## src/rtl/krst_pkg.sv

```systemverilog
package krst_pkg;

    localparam int unsigned WORD_W    = 32;
    localparam int unsigned GUARD_W   = 8;
    localparam int unsigned FIELD_W   = WORD_W - GUARD_W;
    localparam logic [GUARD_W-1:0] GUARD_VALUE = 8'h88;

    typedef struct packed {
        logic [GUARD_W-1:0] guard;
        logic [FIELD_W-1:0] field;
    } krst_word_t;

    function automatic logic guard_ok(input logic [GUARD_W-1:0] g);
        return g == GUARD_VALUE;
    endfunction

endpackage

```

## src/rtl/krst_wr_decode.sv

```systemverilog
module krst_wr_decode
    import krst_pkg::*;
#(
    parameter int unsigned ADDR_W     = 8,
    parameter logic [ADDR_W-1:0] REG_OFFSET = 'h18
) (
    input  logic [ADDR_W-1:0]  addr,
    input  logic               wr_en,
    input  logic [GUARD_W-1:0] guard,
    output logic               sel,
    output logic               load
);

    always_comb begin
        sel  = (addr == REG_OFFSET);
        load = wr_en && sel && guard_ok(guard);
    end

endmodule

```

## src/rtl/krst_line_bit.sv

```systemverilog
module krst_line_bit (
    input  logic clk,
    input  logic rst,
    input  logic load,
    input  logic d,
    output logic q
);

    always_ff @(posedge clk) begin
        if (rst)       q <= 1'b0;
        else if (load) q <= d;
    end

endmodule

```

## src/rtl/krst_readback.sv

```systemverilog
module krst_readback
    import krst_pkg::*;
#(
    parameter int unsigned NUM_LINES = 8
) (
    input  logic                 sel,
    input  logic [NUM_LINES-1:0] lines,
    output logic [WORD_W-1:0]    rd_data
);

    krst_word_t word;

    always_comb begin
        word       = '0;
        word.field[NUM_LINES-1:0] = lines;
        rd_data    = sel ? word : '0;
    end

endmodule

```

## src/rtl/krst_ctrl.sv

```systemverilog
module krst_ctrl
    import krst_pkg::*;
#(
    parameter int unsigned NUM_LINES  = 8,
    parameter int unsigned ADDR_W     = 8,
    parameter logic [ADDR_W-1:0] REG_OFFSET = 'h18
) (
    input  logic                 clk,
    input  logic                 rst,
    input  logic [ADDR_W-1:0]    addr,
    input  logic                 wr_en,
    input  logic [31:0]          wr_data,
    output logic [31:0]          rd_data,
    output logic [NUM_LINES-1:0] rst_lines
);

    krst_word_t wr_word;
    logic       reg_sel;
    logic       reg_load;

    assign wr_word = wr_data;

    krst_wr_decode #(
        .ADDR_W     (ADDR_W),
        .REG_OFFSET (REG_OFFSET)
    ) u_decode (
        .addr  (addr),
        .wr_en (wr_en),
        .guard (wr_word.guard),
        .sel   (reg_sel),
        .load  (reg_load)
    );

    for (genvar i = 0; i < NUM_LINES; i++) begin : g_line
        krst_line_bit u_bit (
            .clk  (clk),
            .rst  (rst),
            .load (reg_load),
            .d    (wr_word.field[i]),
            .q    (rst_lines[i])
        );
    end

    if (NUM_LINES < FIELD_W) begin : g_spare
        logic unused_spare;
        assign unused_spare = ^wr_word.field[FIELD_W-1:NUM_LINES];
    end

    krst_readback #(
        .NUM_LINES (NUM_LINES)
    ) u_readback (
        .sel     (reg_sel),
        .lines   (rst_lines),
        .rd_data (rd_data)
    );

endmodule

```

## config.mk

```make
export PLATFORM = sky130hd
export DESIGN_NAME = krst_ctrl
export DESIGN_NICKNAME = d
export VERILOG_FILES = /design/src/rtl/krst_pkg.sv /design/src/rtl/krst_wr_decode.sv /design/src/rtl/krst_line_bit.sv /design/src/rtl/krst_readback.sv /design/src/rtl/krst_ctrl.sv
export SDC_FILE = /design/constraint.sdc
export NUM_CORES = 1
export LEC_CHECK = 0
export ABC_AREA = 1
export BUFFER_PORTS_ARGS = -buffer_cell sky130_fd_sc_hd__buf_4
export CORE_MARGIN = 3
export CORE_UTILIZATION = 38
export DETAILED_ROUTE_END_ITERATION = 8
export PLACE_DENSITY = 0.84
export SLEW_MARGIN = 15
export SYNTH_ARGS = -nofsm -noshare
export SYNTH_HDL_FRONTEND = slang
export SYNTH_SLANG_ARGS = --single-unit
```

## constraint.sdc

```tcl
create_clock -name clk -period 1.6 [get_ports clk]
set_input_delay 0.16 -clock clk [delete_from_list [all_inputs] [get_ports clk]]
set_output_delay 0.16 -clock clk [all_outputs]
set_load 0.1 [all_outputs]
```

Word level (Yosys, flattened, before mapping) --
Cells that the tools add are included. Widths: inputs -> output; s select.
Operators by class: equality and inequality tests 2, muxes and demuxes 1, reduce and logical (&&, ||, !) cells 2
Operators with widths (count):
- $eq 8x5->1 const B | 1
- $eq 8x8->1 const B | 1
- $mux 8 | 1
- $logic_and 1x1->1 | 2
Storage, ports and cells: flip-flop bits (word level) 8, input port bits 43, output and inout bits 40, word-level logic and storage cells 13

Longest topological paths before layout --
Gate-level depths: netlist of run 1.
word-level depth 3, depth in mapped cells 8, depth with buffers taken out 8

Cells and area by module --
Synthesis of run 1 repeated with hierarchy kept, for this count alone.
Second synthesis, totals: cell total of the unflattened synthesis 123, area, all modules 709.4 µm²
Modules (own cells, without submodules):
- krst_line_bit | instances 8, cells an instance 7, area an instance 45.0 µm², seq. area each 20.0 µm²
- krst_readback | instances 1, cells an instance 42, area an instance 249.0 µm², seq. area each 0.0 µm²
- krst_wr_decode | instances 1, cells an instance 25, area an instance 100.1 µm², seq. area each 0.0 µm²

Least setup slack after synthesis of run 1 --
No wires, ideal clock.
path type input -> output, start point input port addr[2], end point output port rd_data[0], data arrival time 1.856 ns, required time 1.440 ns, path slack -0.416 ns, stages on the path 5, buffers on the path 0, path through nor2_2 -> nand2_2 -> nor2_8 -> inv_4 -> nor2_1
On the way: word-level cells in the longest chain between the ends 2
RTL lines:
- start, declared | line krst_ctrl.sv:10 | input logic [ADDR_W-1:0] addr,
- $eq 8x5->1 | line krst_wr_decode.sv:15 | sel = (addr == REG_OFFSET);
- $mux 8 | line krst_readback.sv:16 | rd_data = sel ? word : '0;
- end, declared | line krst_ctrl.sv:13 | output logic [31:0] rd_data,
Every way passes these cells.

Worst setup path in the final report of run 1 --
start point input port addr[2], end point output port rd_data[6]
Same word-level chain as after synthesis.

==> qor.yml, run 1 <==
outcome: "finished, final reports clean"
coreArea_um2: 1980
power.density_nw_per_um2: 669
die_h_um: 52.2
yosys.cell_count.top_type: "buf_4"
crit_type: "input pin to primary output"
crit_chain: "buf_4, nor2_2, nand2_2, nor2_8, inv_4, nor2_1, buf_4"
nNetsFinal: 205
critPathArrivalTime_ns: 1.16
grt_max_degree: 10
cp.required_ns: 1.44
slew_violations: 0
clockBufferDepth: 2
cts_resized: 0
min_period_ns: 1.32
synth_warnings: 0
synth-edff-count: 0
diodes: 0
switching_share: 0.510
fin_hold_ws_ns: 0.228
tns_ns: 0
netlist_top_cells_count: "buf_4, nor2_1, inv_1"
cts_num_sinks: 8
fp-row-count: 16
cts_setup_buffers: 0
synth.top_cell.area_share: 0.297
clock.fmax_mhz: 760
grt_overflow: 0
r2r_end: "g_line[7].u_bit.q"
cts_tree: "done"
slew_headroom: 0.662
drc: 0
drt-initial-drc-count: 5
hold_buffers: 0
rsz0062_at_grt: "false"
crit_slowest_cell: "buf_4"
final.period_utilization: 0.823
power.share.sequential: 0.290
syn_avg_cell_area_um2: 6.53
synth_cells: 124
insertion_delay_ns: 0.26
dieArea_um2: 2720
r2r_setup_slack_ns: 1.01
ys_top_cells_by_area: "buf_4, dfxtp_1, nor2_1, inv_1, nand4_1"
start_kind: "input pin"
path_clk_slew_ns: 0.05
fin_skew_ns: 0
synthesis.area_um2: 810
antenna_found_initial: 0
routedWlPerCell_um: 8.37
netSwitchingPower_w: 0.000350
io_buffer_count: 42
ys.flop_type: "dfxtp_1"
reg_top3: "g_line.u_bit.q (8)"
syn_to_final_growth_pct: 26.9
vdd_ir_drop_max_mv: 0.446
largest_reg_flops: 8
grt_pass1_wl_um: 2260
max_flop_register: "g_line.u_bit.q"
synth_area_leader_cell: "buf_4"
crit_top_cell: "buf_4"
ant_nets: 0
critPathMaxStageDelay_ns: 0.30
endpoint: "rd_data[6]"
wl_um: 1570
drive_gt1_frac: 0.350
synthArstFlopShare: 0
hold_class: "input pin to flip-flop"
pwr-share-comb: 0.479
rr_worst_depth: 2
synth-seq-cells: 8
routed-via-count: 735
hold_violations: 0
finalSetupViolCount: 0
grt_pass1_vias: 576
ioPinCount: 83
cp-startpoint: "addr[2]"
intPower_w: 0.000336
track_usage: 0.111
gp_congestion: 0.769
tightest_slew_ns: 0.505
ys_seq_area_frac: 0.198
synth_cell_types: 13
worstPathMaxFanout: 9
die_w_um: 52.2
dr.pass1.iters: 4
end_kind: "primary output"
initial_core_util: 0.408
dp_hpwl_um: 1330
worstReg2RegStart: "g_line[7].u_bit.q"
clockRootBuffer: "clkbuf_4"
maxCapViolations: 0
cts_buffers: 3
htreeDepth: 1
p_leak_nw: 0.625
viasPerCell: 3.93
p_clk_frac: 0.231
placed cells by master (no fill, tap or decap), types with 2 or more instances in the layout:
master,n
nor2_2,5
dfxtp_1,8
clkbuf_4,3
buf_4,42
inv_1,23
nand4_1,8
nor2_1,28
conb_1,24
nor2_8,2
nand2_1,13
power by group through the flow:
| stage | Clock (W) | Sequential [W] | Combinational (W) |
|---|---|---|---|
| global placement | 0 | 0.000204 | 0.000327 |
| global route | 0.000167 | 0.000199 | 0.000343 |
| detailed placement | 0 | 0.000204 | 0.000328 |
| finish | 0.000158 | 0.000199 | 0.000329 |
| floorplan | 0 | 0.000204 | 0.000320 |
| CTS | 0.000165 | 0.000199 | 0.000329 |
layout make-up:
| type | instances | area (um2) |
|---|---|---|
| Multi-Input combinational cell | 83 | 403 |
| Fill cell | 197 | 955 |
| Tap cell | 27 | 33.8 |
| Sequential cell | 8 | 160 |
| Inverter | 24 | 92.6 |
| Timing Repair Buffer | 42 | 315 |
| Clock buffer | 3 | 22.5 |
cells by family after synthesis:
logic type    count (synthesis)  synth area share
flops                         8             0.198
other cells                   1           0.00463
simple gates                 59             0.386
buf+inv                      56             0.411
through the flow:
step | util | instances | setup slack (ns) | power, W | instance area, um2
after CTS | 0.518 | 187 | 0.273 | 0.000693 | 1030
after global placement | 0.507 | 184 | 0.295 | 0.000531 | 1000
final | 0.518 | 187 | 0.284 | 0.000687 | 1030
after detailed placement | 0.507 | 184 | 0.271 | 0.000532 | 1000
after global routing | 0.518 | 187 | 0.206 | 0.000709 | 1030
after floorplan | - | 147 | -0.416 | 0.000523 | 896
worst min-delay path by stage:
| stage | startpoint | to | slack (ns) | depth (start not counted) |
|---|---|---|---|---|
| final | wr_data[0] | g_line[0].u_bit.q | 0.23 | 5 |
| after floorplan | rst | g_line[0].u_bit.q | 0.39 | 3 |
| after detailed placement | g_line[4].u_bit.q | g_line[4].u_bit.q | 0.49 | 2 |
| after global routing | wr_data[4] | g_line[4].u_bit.q | 0.26 | 5 |
| after global placement | wr_data[0] | g_line[0].u_bit.q | 0.48 | 5 |
| after CTS | wr_data[5] | g_line[5].u_bit.q | 0.23 | 5 |
critical path: cells and delay by family:
family	cells	cell delay [ns]
buf+inv	3	0.51
simple gates	4	0.48
per-layer routing:
metal	GRT usage	wire length (um)	vias up
met4	0.0766	36	0
met1	0.112	540	303
met2	0.199	775	43
met3	0.0258	214	4
li1	-	-	385
met5	0	0	-
No activity file was read; power rests on OpenSTA's default activity.
==> inputs of run 2 (changes only) <==
- CORE_UTILIZATION: 38 -> 35
- PLACE_DENSITY: 0.84 -> 0.78
- clock period: 1.6 -> 1.3 ns (I/O delays scaled with it)
==> qor.yml, run 2 (synthesized netlist as in run 1, its figures left out) <==
outcome: "finished, final reports clean"  # unchanged
htreeDepth: 1  # unchanged
seqCellArea_um2: 160  # unchanged
drc: 0  # unchanged
layout_commonest_cell: "buf_4"  # unchanged
multi_input_area_um2: 423  # was 403 um2
wl_um: 1640  # was 1570 um
grt_overflow: 0  # unchanged
die_h_um: 54.1  # was 52.2 um
maxCapViolations: 0  # unchanged
cp.required_ns: 1.17  # was 1.44 ns
antenna_found_initial: 0  # unchanged
final_cell_mix: "buf_4, conb_1, inv_1"  # was buf_4, nor2_1, conb_1
cts_resized: 0  # unchanged
drive_gt1_frac: 0.404  # was 0.350
gp_congestion: 0.610  # was 0.769
routedWlPerCell_um: 8.74  # was 8.37 um
fillers: 218  # was 197
start_kind: "input pin"  # unchanged
ioPinCount: 83  # unchanged
grt_pass1_vias: 626  # was 576
slew_violations: 0  # unchanged
cts_setup_buffers: 0  # unchanged
min_period_ns: 1.19
holdPathStages: 5  # unchanged
drt-initial-drc-count: 4  # was 5
dieArea_um2: 2930  # was 2720 um2
insertion_delay_ns: 0.25  # was 0.26 ns
coreArea_um2: 2080  # was 1980 um2
max_flop_register: "g_line.u_bit.q"  # unchanged
grt_pass1_wl_um: 2390  # was 2260 um
crit_chain: "buf_4, nor2_2, nand2_2, nor2_8, inv_4, nor2_2, buf_4"  # was buf_4, nor2_2, nand2_2, nor2_8, inv_4, nor2_1, buf_4
cts_tree: "done"  # unchanged
critPathMaxStageDelay_ns: 0.29  # was 0.30 ns
power.density_nw_per_um2: 792  # was 669 nW/um2
dp_hpwl_um: 1420  # was 1330 um
r2r_setup_slack_ns: 0.69  # was 1.01 ns
routed-via-count: 752  # was 735
track_usage: 0.114  # was 0.111
reg_top3: "g_line.u_bit.q (8)"  # unchanged
hp-start: "wr_data[5]"  # was wr_data[0]
cts_num_sinks: 8  # unchanged
fin_skew_ns: 0  # unchanged
final.period_utilization: 0.915
total_power_w: 0.000835  # was 0.000687 W
cts_buffers: 3  # unchanged
clockBufferDepth: 2  # unchanged
tns_ns: 0  # unchanged
clockRootBuffer: "clkbuf_4"  # unchanged
io_buffer_count: 42  # unchanged
path_clk_slew_ns: 0.05  # about the same
p_leak_nw: 0.630  # was 0.625 nW
nNetsFinal: 206  # was 205
hold_class: "input pin to flip-flop"  # unchanged
initial_core_util: 0.389  # was 0.408
viasPerCell: 4.00  # was 3.93
ant_nets: 0  # unchanged
clock.fmax_mhz: 841
syn_to_final_growth_pct: 30.3  # was 26.9%
grt_max_degree: 10  # unchanged
crit_slowest_cell: "buf_4"  # unchanged
r2r_end: "g_line[5].u_bit.q"  # was g_line[7].u_bit.q
fp-row-count: 16  # unchanged
crit_type: "input pin to primary output"  # unchanged
rr_worst_depth: 2  # unchanged
diodes: 0  # unchanged
min_to: "g_line[5].u_bit.q"  # was g_line[0].u_bit.q
largest_reg_flops: 8  # unchanged
worstReg2RegStart: "g_line[5].u_bit.q"  # was g_line[7].u_bit.q
hold_buffers: 0  # unchanged
finalSetupViolCount: 0  # unchanged
dr.pass1.iters: 4  # unchanged
critPathArrivalTime_ns: 1.06  # was 1.16 ns
worstPathMaxFanout: 9  # unchanged
die_w_um: 54.1  # was 52.2 um
hold_violations: 0  # unchanged
end_kind: "primary output"  # unchanged
vdd_ir_drop_max_mv: 0.370  # was 0.446 mV
rsz0062_at_grt: "false"  # unchanged
run 2: per-stage QoR:
stage	setup WS, ns	cells	hold slack, ns	util	cell area [um2]
floorplan	-0.208	147	0.357	-	916
CTS	0.0826	188	0.204	0.507	1050
global placement	0.127	185	0.454	0.496	1030
finish	0.111	188	0.209	0.507	1050
global route	0.0290	188	0.236	0.507	1050
detailed placement	0.0833	185	0.462	0.496	1030
run 2: where the power goes:
| part | internal, W | total [W] | leakage [nW] | switching, W |
|---|---|---|---|---|
| Sequential | 0.000246 | 0.000246 | 0.0644 | 0.00000000269 |
| Clock | 0.000105 | 0.000183 | 0.0138 | 0.0000779 |
| Combinational | 0.0000630 | 0.000406 | 0.551 | 0.000343 |
| Total | 0.000414 | 0.000835 | 0.630 | 0.000421 |
run 2: layer usage:
| layer | GRT usage | vias to the layer above | part of all wire |
|---|---|---|---|
| met2 | 0.226 | 51 | 0.51 |
| met3 | 0.0305 | 2 | 0.16 |
| met4 | 0.0498 | 0 | 0.0024 |
| li1 | - | 383 | - |
| met5 | 0 | - | 0 |
| met1 | 0.107 | 316 | 0.33 |
run 2: cell type report:
cell class,instances,area share
multi-input combinational,83,0.401
timing repair buffer,43,0.306
sequential,8,0.152
inverter,24,0.0878
tap,27,0.0320
clock buffer,3,0.0214
run 2: worst max path at each step:
| stage | from | end | slack (ns) |
|---|---|---|---|
| after floorplan | addr[2] | rd_data[0] | -0.21 |
| after global placement | addr[2] | rd_data[4] | 0.13 |
| after detailed placement | addr[2] | rd_data[1] | 0.08 |
| after CTS | addr[2] | rd_data[1] | 0.08 |
| after global routing | addr[2] | rd_data[2] | 0.03 |
| final | addr[2] | rd_data[1] | 0.11 |
run 2: worst max-delay path: cells and delay by family:
kind	cells	cell delay (ns)
simple gates	4	0.43
buf+inv	3	0.49
==> inputs of run 3 (changes only) <==
- CORE_UTILIZATION: 35 -> 32
- PLACE_DENSITY: 0.78 -> 0.75
- clock period: 1.3 -> 1.07 ns (I/O delays scaled with it)
==> qor.yml, run 3 (synthesized netlist as in run 1, its figures left out) <==
finalSetupViolCount: 0  # unchanged
dieArea_um2: 3170  # was 2930 um2
drc: 0  # unchanged
htreeDepth: 1  # unchanged
layout_commonest_cell: "buf_4"  # unchanged
clock.fmax_mhz: 946
die_w_um: 56.3  # was 54.1 um
end_kind: "primary output"  # unchanged
slew_violations: 0  # unchanged
min_period_ns: 1.06
drt-initial-drc-count: 8  # was 4
grt_pass1_wl_um: 2760  # was 2390 um
coreArea_um2: 2300  # was 2080 um2
tns_ns: 0  # unchanged
clockRootBuffer: "clkbuf_4"  # unchanged
routed-via-count: 750  # was 752
syn_to_final_growth_pct: 54.6  # was 30.3%
cts_buffers: 3  # unchanged
insertion_delay_ns: 0.27  # was 0.25 ns
dp_worst_setup_slack_ns: -0.0664  # was 0.0833 ns
rsz0062_at_grt: "true"  # was false
final.period_utilization: 0.988
grt_overflow: 0  # unchanged
hold_class: "input pin to flip-flop"  # unchanged
viasPerCell: 3.89  # was 4.00
critPathArrivalTime_ns: 0.95  # was 1.06 ns
drive_gt1_frac: 0.473  # was 0.404
diodes: 0  # unchanged
gp_congestion: 0.767  # was 0.610
power.density_nw_per_um2: 831  # was 792 nW/um2
dp_hpwl_um: 1440  # was 1420 um
hold_violations: 0  # unchanged
worstPathMaxFanout: 3  # was 9
fin_skew_ns: 0  # unchanged
nNetsFinal: 210  # was 206
reg_top3: "g_line.u_bit.q (8)"  # unchanged
final_cell_mix: "buf_4, conb_1, inv_1"  # unchanged
wl_um: 1730  # was 1640 um
ioPinCount: 83  # unchanged
cp.required_ns: 0.96  # was 1.17 ns
dr.pass1.iters: 4  # unchanged
cts_num_sinks: 8  # unchanged
outcome: "finished, final reports clean"  # unchanged
cts_tree: "done"  # unchanged
vdd_ir_drop_max_mv: 0.567  # was 0.370 mV
fp-row-count: 17  # was 16
largest_reg_flops: 8  # unchanged
hold_buffers: 0  # unchanged
path_clk_slew_ns: 0.05  # about the same
clockBufferDepth: 2  # unchanged
track_usage: 0.109  # was 0.114
max_flop_register: "g_line.u_bit.q"  # unchanged
setup_ws_ns: 0.0127  # was 0.111 ns
initial_core_util: 0.352  # was 0.389
crit_type: "flip-flop to primary output"  # was input pin to primary output
start_kind: "flip-flop"  # was input pin
p_leak_nw: 0.679  # was 0.630 nW
antenna_found_initial: 0  # unchanged
ant_nets: 0  # unchanged
grt_pass1_vias: 654  # was 626
die_h_um: 56.3  # was 54.1 um
routedWlPerCell_um: 8.94  # was 8.74 um
maxCapViolations: 0  # unchanged
grt_max_degree: 10  # unchanged
io_buffer_count: 42  # unchanged
fin_hold_ws_ns: 0.167  # was 0.209 ns
run 3: changes by cell type in the layout (fill, tap and decap cells not counted), sizes merged:
cell and delta:
buf +4
run 3: worst max-delay path: stages, from the launching register on:
cell	delay [ns]
dfxtp_2	0.33
inv_1	0.07
nor2_4	0.10
buf_12	0.18
run 3: cell type report:
class / instances / area (um2)
Fill cell: 215 / 1050
Multi-Input combinational cell: 83 / 473
Timing Repair Buffer: 47 / 453
Sequential cell: 8 / 170
Inverter: 24 / 97.6
Tap cell: 28 / 35.0
Clock buffer: 3 / 22.5
run 3: final timing paths:
check | slack [ns] | depth (start not counted) | end | startpoint
worst max register to register | 0.49 | 2 | g_line[1].u_bit.q | g_line[1].u_bit.q
worst max-delay path | 0.01 | 3 | rd_data[6] | g_line[6].u_bit.q
worst min register to register | 0.48 | 2 | g_line[5].u_bit.q | g_line[5].u_bit.q
worst min-delay path | 0.17 | 5 | g_line[1].u_bit.q | wr_data[1]
run 3: power by group:
part,switching [W],internal (W)
Combinational,0.000421,0.0000835
Sequential,0.00000000332,0.000298
Clock,0.000109,0.000129
run 3: timing repair:
item | 4_1_cts | 5_1_grt
buffers inserted | 1 | 1
endpoints found under the setup margin | 8 | 8
pin swaps | 2 | 5
hold endpoints to repair | 0 | 0
resized for setup | 32 | 0
run 3: per-layer routing:
metal | share of wire | track usage | up-vias | routed length (um)
met5 | 0 | 0 | - | 0
met4 | 0.022 | 0.0610 | 0 | 38
met3 | 0.13 | 0.0322 | 7 | 232
met2 | 0.53 | 0.192 | 49 | 920
met1 | 0.31 | 0.114 | 302 | 535
li1 | - | - | 392 | -
run 3: through the flow:
stage / std cells / total power (W) / utilization / instance area [um2]
after floorplan: 147 / 0.000785 / - / 971
after global placement: 188 / 0.000803 / 0.480 / 1100
after detailed placement: 188 / 0.000807 / 0.480 / 1100
after CTS: 192 / 0.00104 / 0.541 / 1240
after global routing: 193 / 0.00108 / 0.545 / 1250
final: 193 / 0.00104 / 0.545 / 1250
